===== src/rtl/lat_stat_pkg.sv =====
package lat_stat_pkg;

  // Word order inside one channel of the read buffer.
  typedef enum logic [2:0] {
    ITM_COUNT = 3'd0,
    ITM_SUM   = 3'd1,
    ITM_SQ_LO = 3'd2,
    ITM_SQ_HI = 3'd3,
    ITM_MIN   = 3'd4,
    ITM_MAX   = 3'd5
  } item_e;

  localparam int WORDS_PER_CH = 6;

endpackage


===== src/rtl/lat_run_ctrl.sv =====
module lat_run_ctrl (
  input  logic clk,
  input  logic rst_n,
  input  logic cmd_go,
  input  logic cmd_halt,
  input  logic trig_go,
  input  logic trig_halt,
  output logic run_o
);

  logic run_q;
  logic run_d;
  logic halt_any;
  logic go_any;

  assign halt_any = cmd_halt | trig_halt;
  assign go_any   = cmd_go | trig_go;

  always_comb begin
    run_d = run_q;
    if (halt_any) begin
      run_d = 1'b0;
    end else if (go_any) begin
      run_d = 1'b1;
    end
  end

  always_ff @(posedge clk or negedge rst_n) begin
    if (!rst_n) begin
      run_q <= 1'b0;
    end else begin
      run_q <= run_d;
    end
  end

  assign run_o = run_q;

  // halt has priority over go
  a_r1_halt_wins : assert property (@(posedge clk) disable iff (!rst_n)
    halt_any |=> !run_o);

  // a go with no halt turns the run state on
  a_r1_go_sets : assert property (@(posedge clk) disable iff (!rst_n)
    (go_any && !halt_any) |=> run_o);

endmodule


===== src/rtl/lat_meas_chan.sv =====
module lat_meas_chan #(
  parameter int CNT_W = 32
) (
  input  logic             clk,
  input  logic             rst_n,
  input  logic             run,
  input  logic             clear,
  input  logic             ev_start,
  input  logic             ev_finish,
  output logic [CNT_W-1:0] cnt_o,
  output logic [CNT_W-1:0] sum_o,
  output logic [CNT_W-1:0] sq_lo_o,
  output logic [CNT_W-1:0] sq_hi_o,
  output logic [CNT_W-1:0] min_o,
  output logic [CNT_W-1:0] max_o
);

  localparam int SQ_W = 2 * CNT_W;
  localparam logic [CNT_W-1:0] ONE_W = {{(CNT_W-1){1'b0}}, 1'b1};

  logic             open_q,    open_d;
  logic [CNT_W-1:0] elapsed_q, elapsed_d;
  logic [CNT_W-1:0] cnt_q,     cnt_d;
  logic [CNT_W-1:0] sum_q,     sum_d;
  logic [SQ_W-1:0]  sq_q,      sq_d;
  logic [CNT_W-1:0] min_q,     min_d;
  logic [CNT_W-1:0] max_q,     max_d;

  logic             accept_start;
  logic             finish_hit;
  logic             record;
  logic             stat_en;
  logic [CNT_W-1:0] lat;
  logic [SQ_W-1:0]  lat_wide;
  logic [SQ_W-1:0]  lat_sq;

  // A start opens a window only when idle and running.
  assign accept_start = run && ev_start && !open_q;
  // A finish ends an open window, or a window opened in the same cycle.
  assign finish_hit   = ev_finish && (open_q || accept_start);
  assign record       = run && finish_hit && !clear;
  assign lat          = open_q ? elapsed_q : '0;
  assign lat_wide     = {{CNT_W{1'b0}}, lat};
  assign lat_sq       = lat_wide * lat_wide;
  assign stat_en      = record || clear;

  // Window tracking.
  always_comb begin
    open_d    = open_q;
    elapsed_d = elapsed_q;
    if (clear) begin
      open_d = 1'b0;
    end else if (open_q && ev_finish) begin
      open_d = 1'b0;
    end else if (accept_start && !ev_finish) begin
      open_d    = 1'b1;
      elapsed_d = ONE_W;
    end else if (open_q && (elapsed_q != '1)) begin
      elapsed_d = elapsed_q + ONE_W;
    end
  end

  // Statistics.
  always_comb begin
    cnt_d = cnt_q;
    sum_d = sum_q;
    sq_d  = sq_q;
    min_d = min_q;
    max_d = max_q;
    if (clear) begin
      cnt_d = '0;
      sum_d = '0;
      sq_d  = '0;
      min_d = '1;
      max_d = '0;
    end else if (record) begin
      cnt_d = cnt_q + ONE_W;
      sum_d = sum_q + lat;
      sq_d  = sq_q + lat_sq;
      if (lat < min_q) min_d = lat;
      if (lat > max_q) max_d = lat;
    end
  end

  always_ff @(posedge clk or negedge rst_n) begin
    if (!rst_n) begin
      open_q    <= 1'b0;
      elapsed_q <= '0;
    end else begin
      open_q    <= open_d;
      elapsed_q <= elapsed_d;
    end
  end

  always_ff @(posedge clk or negedge rst_n) begin
    if (!rst_n) begin
      cnt_q <= '0;
      sum_q <= '0;
      sq_q  <= '0;
      min_q <= '1;
      max_q <= '0;
    end else if (stat_en) begin
      cnt_q <= cnt_d;
      sum_q <= sum_d;
      sq_q  <= sq_d;
      min_q <= min_d;
      max_q <= max_d;
    end
  end

  assign cnt_o   = cnt_q;
  assign sum_o   = sum_q;
  assign sq_lo_o = sq_q[CNT_W-1:0];
  assign sq_hi_o = sq_q[SQ_W-1:CNT_W];
  assign min_o   = min_q;
  assign max_o   = max_q;

  // start and finish together leave a zero minimum
  a_r2_zero_latency : assert property (@(posedge clk) disable iff (!rst_n)
    (run && !open_q && ev_start && ev_finish && !clear) |=> (min_q == '0));

  // a recorded finish steps the count by one
  a_r3_count_step : assert property (@(posedge clk) disable iff (!rst_n)
    (run && open_q && ev_finish && !clear) |=> (cnt_q == $past(cnt_q) + ONE_W));

  // the extremes stay ordered once a measurement exists
  a_r5_min_le_max : assert property (@(posedge clk) disable iff (!rst_n)
    (max_q != '0) |-> (min_q <= max_q));

  // an extra start does not restart an open window
  a_r6_no_restart : assert property (@(posedge clk) disable iff (!rst_n)
    (open_q && ev_start && !ev_finish && !clear) |=> (open_q && (elapsed_q != ONE_W)));

  // clear returns every statistic to its reset value
  a_r7_clear_resets : assert property (@(posedge clk) disable iff (!rst_n)
    clear |=> (cnt_q == '0 && sum_q == '0 && sq_q == '0 && min_q == '1 && max_q == '0 && !open_q));

endmodule


===== src/rtl/lat_snap_port.sv =====
module lat_snap_port #(
  parameter int CNT_W = 32,
  parameter int ITEMS = 6
) (
  input  logic                   clk,
  input  logic                   rst_n,
  input  logic                   sample,
  input  logic                   rd_next,
  input  logic [ITEMS*CNT_W-1:0] live_i,
  output logic [CNT_W-1:0]       rd_data
);

  localparam int PW = (ITEMS > 1) ? $clog2(ITEMS) : 1;
  localparam logic [PW-1:0] LAST  = PW'(ITEMS - 1);
  localparam logic [PW-1:0] ONE_P = PW'(1);

  logic [CNT_W-1:0] live_w [ITEMS];
  logic [CNT_W-1:0] snap_q [ITEMS];
  logic [PW-1:0]    ptr_q, ptr_d;

  for (genvar i = 0; i < ITEMS; i++) begin : g_unpack
    assign live_w[i] = live_i[i*CNT_W +: CNT_W];

    always_ff @(posedge clk or negedge rst_n) begin
      if (!rst_n) begin
        snap_q[i] <= '0;
      end else if (sample) begin
        snap_q[i] <= live_w[i];
      end
    end
  end

  always_comb begin
    ptr_d = ptr_q;
    if (sample) begin
      ptr_d = '0;
    end else if (rd_next) begin
      ptr_d = (ptr_q == LAST) ? '0 : ptr_q + ONE_P;
    end
  end

  always_ff @(posedge clk or negedge rst_n) begin
    if (!rst_n) begin
      ptr_q <= '0;
    end else begin
      ptr_q <= ptr_d;
    end
  end

  assign rd_data = snap_q[ptr_q];

  // the read position wraps from the last word to word 0
  a_r9_ptr_wrap : assert property (@(posedge clk) disable iff (!rst_n)
    (rd_next && !sample && ptr_q == LAST) |=> (ptr_q == '0));

  // a sample resets the read position
  a_r9_sample_home : assert property (@(posedge clk) disable iff (!rst_n)
    sample |=> (ptr_q == '0));

  // without sample or step the output word holds
  a_r8_hold : assert property (@(posedge clk) disable iff (!rst_n)
    (!sample && !rd_next) |=> $stable(rd_data));

endmodule


===== src/rtl/lat_stat_acc.sv =====
module lat_stat_acc #(
  parameter int NUM_CH = 1,
  parameter int CNT_W  = 32
) (
  input  logic              clk,
  input  logic              rst_n,
  input  logic              cmd_go,
  input  logic              cmd_halt,
  input  logic              cmd_clear,
  input  logic              cmd_sample,
  input  logic              trig_go,
  input  logic              trig_halt,
  input  logic [NUM_CH-1:0] ev_start,
  input  logic [NUM_CH-1:0] ev_finish,
  input  logic              rd_next,
  output logic [CNT_W-1:0]  rd_data
);

  import lat_stat_pkg::*;

  localparam int ITEMS = NUM_CH * WORDS_PER_CH;

  logic [1:0]             rst_sync_q;
  logic                   rst_n_int;
  logic                   run;
  logic [ITEMS*CNT_W-1:0] live;

  // Asynchronous assert, synchronous release.
  always_ff @(posedge clk or negedge rst_n) begin
    if (!rst_n) begin
      rst_sync_q <= 2'b00;
    end else begin
      rst_sync_q <= {rst_sync_q[0], 1'b1};
    end
  end

  assign rst_n_int = rst_sync_q[1];

  lat_run_ctrl u_run (
    .clk       (clk),
    .rst_n     (rst_n_int),
    .cmd_go    (cmd_go),
    .cmd_halt  (cmd_halt),
    .trig_go   (trig_go),
    .trig_halt (trig_halt),
    .run_o     (run)
  );

  for (genvar c = 0; c < NUM_CH; c++) begin : g_chan
    localparam int BASE = c * WORDS_PER_CH;

    lat_meas_chan #(.CNT_W(CNT_W)) u_chan (
      .clk       (clk),
      .rst_n     (rst_n_int),
      .run       (run),
      .clear     (cmd_clear),
      .ev_start  (ev_start[c]),
      .ev_finish (ev_finish[c]),
      .cnt_o     (live[(BASE + int'(ITM_COUNT))*CNT_W +: CNT_W]),
      .sum_o     (live[(BASE + int'(ITM_SUM))*CNT_W +: CNT_W]),
      .sq_lo_o   (live[(BASE + int'(ITM_SQ_LO))*CNT_W +: CNT_W]),
      .sq_hi_o   (live[(BASE + int'(ITM_SQ_HI))*CNT_W +: CNT_W]),
      .min_o     (live[(BASE + int'(ITM_MIN))*CNT_W +: CNT_W]),
      .max_o     (live[(BASE + int'(ITM_MAX))*CNT_W +: CNT_W])
    );
  end

  lat_snap_port #(.CNT_W(CNT_W), .ITEMS(ITEMS)) u_snap (
    .clk     (clk),
    .rst_n   (rst_n_int),
    .sample  (cmd_sample),
    .rd_next (rd_next),
    .live_i  (live),
    .rd_data (rd_data)
  );

endmodule


===== config.mk =====
export PLATFORM = sky130hd
export DESIGN_NAME = lat_stat_acc
export DESIGN_NICKNAME = d
export VERILOG_FILES = /design/src/rtl/lat_stat_pkg.sv /design/src/rtl/lat_run_ctrl.sv /design/src/rtl/lat_meas_chan.sv /design/src/rtl/lat_snap_port.sv /design/src/rtl/lat_stat_acc.sv
export SDC_FILE = /design/constraint.sdc
export NUM_CORES = 2
export LEC_CHECK = 0
export ABC_AREA = 0
export BUFFER_PORTS_ARGS = -buffer_cell sky130_fd_sc_hd__buf_2
export CAP_MARGIN = 30
export CORE_UTILIZATION = 60
export DETAILED_ROUTE_END_ITERATION = 16
export PLACE_DENSITY = 0.77
export RECOVER_POWER = 50
export SETUP_SLACK_MARGIN = 0.2
export SLEW_MARGIN = 20
export SYNTH_ARGS = -nofsm -noshare
export SYNTH_HDL_FRONTEND = slang
export SYNTH_SLANG_ARGS = --single-unit

===== constraint.sdc =====
create_clock -name clk -period 30.1 [get_ports clk]
set_clock_uncertainty 0.1 [all_clocks]
set_input_delay 4.515 -clock clk [delete_from_list [all_inputs] [get_ports clk]]
set_output_delay 4.515 -clock clk [all_outputs]
set_load 0.02 [all_outputs]

==> flow_summary.ini <==
[setup_path]
r2r_start = rst_sync_q[1]
r2r_cells = 5
r2r_setup_slack_ns = 18.97
worstPathRequired_ns = 30.02
timing.critical_path.to_type = asynchronous set/reset pin
r2r_end = g_chan[0].u_chan.max_o[11]
start_kind = register
worstSetupPathType = register to asynchronous set/reset pin
worstPathMaxFanout = 53
arrival_ns = 11.05

[status]
violations = max-capacitance violations, max-slew violations
status = finished, violations left

[synth]
synth-seq-cells = 423
synth_top_area_share_pct = 33.36
ys.flop_type = dfrtp_1
synth-seq-area-share_pct = 20.28
yosys.cell_types.count = 80
syn_nets = 6642
synthTopCellsByArea = fa_1 33%, dfrtp_1 19%, inv_1 9.3%
synth_top_area_cell = fa_1
yosysWarnings = 0
synth.most_common_cell = inv_1
syn_inst = 5423
netlist_area_mm2 = 0.05238
ys_top_cells_by_count = 1,301 x inv_1, 873 x fa_1, 535 x nand2_1, 391 x dfrtp_1, 335 x ha_1
syn_avg_cell_area_um2 = 9.659
synth_edf_count = 0
synthArstFlopShare_pct = 100.0

[route]
wl_per_cell_um = 23.68
wl_mm = 154.0
dr.pass1.iters = 7
via_per_inst = 5.992
via_count = 38980
drc = 0
drt_iter0_drc = 3677
antenna_left = 0

[hold_path]
min_to = rst_sync_q[1]
holdCritStartpoint = rst_sync_q[0]
hp-class = register to register
whs_path_depth = 0

[cts]
post_cts_resized = 0
clock_latency_ns = 0.61
clk_pin_slew_ns = 0.06
cts_inserted_buffers = 46
clkSinkCount = 423
cts_buffer_depth = 3
cts_tree = yes
cts_hold_buf = 0
h-tree-depth = 2
postCtsSetupBuffers = 0
root_buffer = clkbuf_16

[timing]
relSlewSlack_pct = -135.5
timing.final.crit_share_pct = 36.99
slew_viol_final = 386
setup_viol = 0
fin_setup_tns_ns = 0
worstMarginPinSlew_ns = 3.533
fmax_mhz = 89.81
final_hold_viol_count = 0
fin_ws_ns = 18.97
rsz0062_at_grt = false
period_minus_slack_ns = 11.13

[placed_design]
place_hpwl_mm = 118.1
dp_cells = 6414
dpl_worst_slack_ns = 19.83
placed_cell_area_mm2 = 0.05366
place_congestion = 1.008
portBuffers = 42

[layout]
fillers = 6863
fin_nets = 6541
layout-drive-gt1-share_pct = 8.770
final_area_mm2 = 0.05520
instances_no_fill = 6505
areaGrowthSynthToFinish_pct = 5.384
final_core_util_pct = 64.33

[die]
die_w_um = 297.5
row_count = 107
io_pins = 43
start_util_pct = 61.04
core_mm2 = 0.08582
dieArea_mm2 = 0.08849
die_h_um = 297.5

[global_routing]
antenna_found_initial = 8
grt_max_degree = 180
grt_pass1_vias = 42000
grt_pass1_wl_mm = 241.4
grt_use_total_pct = 35.99
overflow = 0

[power]
peakVddDrop_mv = 0.03685
leakage_nw = 30.53
cellPowerDensity_mw_per_mm2 = 22.99

[job]
max-cap-violations = 9
==> worst max-delay path: stages (launching register included) <==
cell,delay (ns)
dfrtp_1,1.14
clkbuf_1,2.54
clkbuf_1,1.12
clkbuf_1,2.19
clkbuf_1,1.19
clkbuf_1,2.20
==> power breakdown <==
part           switching [mW]  total (mW)  leakage (nW)  internal, mW
clock network           0.262       0.607         0.775         0.346
registers             0.00990       0.585          5.63         0.575
logic                  0.0554      0.0768          24.1        0.0214
total                   0.327        1.27          30.5         0.942
==> through the flow <==
step                      hold slack (ns)  power, mW
after floorplan                    0.2312     0.6422
after global placement             0.2367     0.6687
after detailed placement           0.1857     0.6708
after CTS                          0.1891      1.271
after global routing               0.2702      1.300
final                              0.2486      1.269
==> per-layer routing <==
layer / global-route usage [%] / vias to the layer above / share of wire (%)
li1: - / 16620 / -
met4: 20.48 / 8 / 6.8
met2: 56.41 / 2012 / 46
met1: 46.45 / 19800 / 37
met3: 7.895 / 544 / 10
met5: 0 / - / 0.030
==> cells by family after synthesis <==
group,Yosys count,share of synthesized area [%]
flops,423,20.28
buf+inv,1577,11.37
xor+xnor,144,2.408
simple gates,1231,10.97
mux,300,6.963
compound gates,535,6.552
other cells,1,0.007159
fa+ha+maj,1212,41.44
==> worst max-delay path by stage <==
stage | startpoint | end | slack, ns | cells past startpoint
floorplan | rst_sync_q[1] | g_chan[0].u_chan.cnt_o[0] | 17.39 | 0
global placement | g_chan[0].u_chan.open_q | g_chan[0].u_chan.sq_q[60] | 20.00 | 30
detailed placement | g_chan[0].u_chan.open_q | g_chan[0].u_chan.sq_q[62] | 19.83 | 27
CTS | g_chan[0].u_chan.open_q | g_chan[0].u_chan.sq_q[62] | 19.83 | 27
global route | rst_sync_q[1] | g_chan[0].u_chan.max_o[9] | 17.23 | 5
finish | rst_sync_q[1] | g_chan[0].u_chan.max_o[11] | 18.97 | 5
==> state kept, by name (all words and copies together) (netlist names) <==
| name | cells |
|---|---|
| u_run.run_o | 1 |
| u_snap.ptr_q | 3 |
| g_chan.u_chan.sq_q | 64 |
| g_chan.u_chan.sum_o | 32 |
| g_chan.u_chan.max_o | 32 |
| g_chan.u_chan.min_o | 32 |
| g_chan.u_chan.open_q | 1 |
| g_chan.u_chan.elapsed_q | 32 |
| g_chan.u_chan.cnt_o | 32 |
| u_snap.snap_q | 192 |
| rst_sync_q | 2 |
==> cell usage in the layout, fill, tap and decap left out, drive strengths merged, types with 17 or more instances in the layout <==
cell and n:
a211oi 17, a21o 66, a21oi 176, and2 37
and3 237, buf 113, clkbuf 68, dfrtp 391
dfstp 32, fa 873, ha 335, inv 1310
mux2 195, mux2i 73, mux4 32, nand2 536
nand3 54, nand4 46, nor2 219, nor2b 18
nor3 31, o211ai 41, o21a 19, o21ai 84
o21bai 21, o22ai 32, xnor2 78, xor2 66
==> layout make-up <==
class / instances / area [µm²] / share of cell area (%)
Antenna cell: 2 / 5.005 / 0.009066
Clock buffer: 57 / 1222 / 2.214
Clock inverter: 28 / 351.6 / 0.6369
Inverter: 1304 / 4895 / 8.867
Multi-Input combinational cell: 3423 / 35830 / 64.91
Sequential cell: 423 / 10630 / 19.26
Tap cell: 1144 / 1431 / 2.593
Timing Repair Buffer: 124 / 832.0 / 1.507
Power figures use the tool's default switching activity.
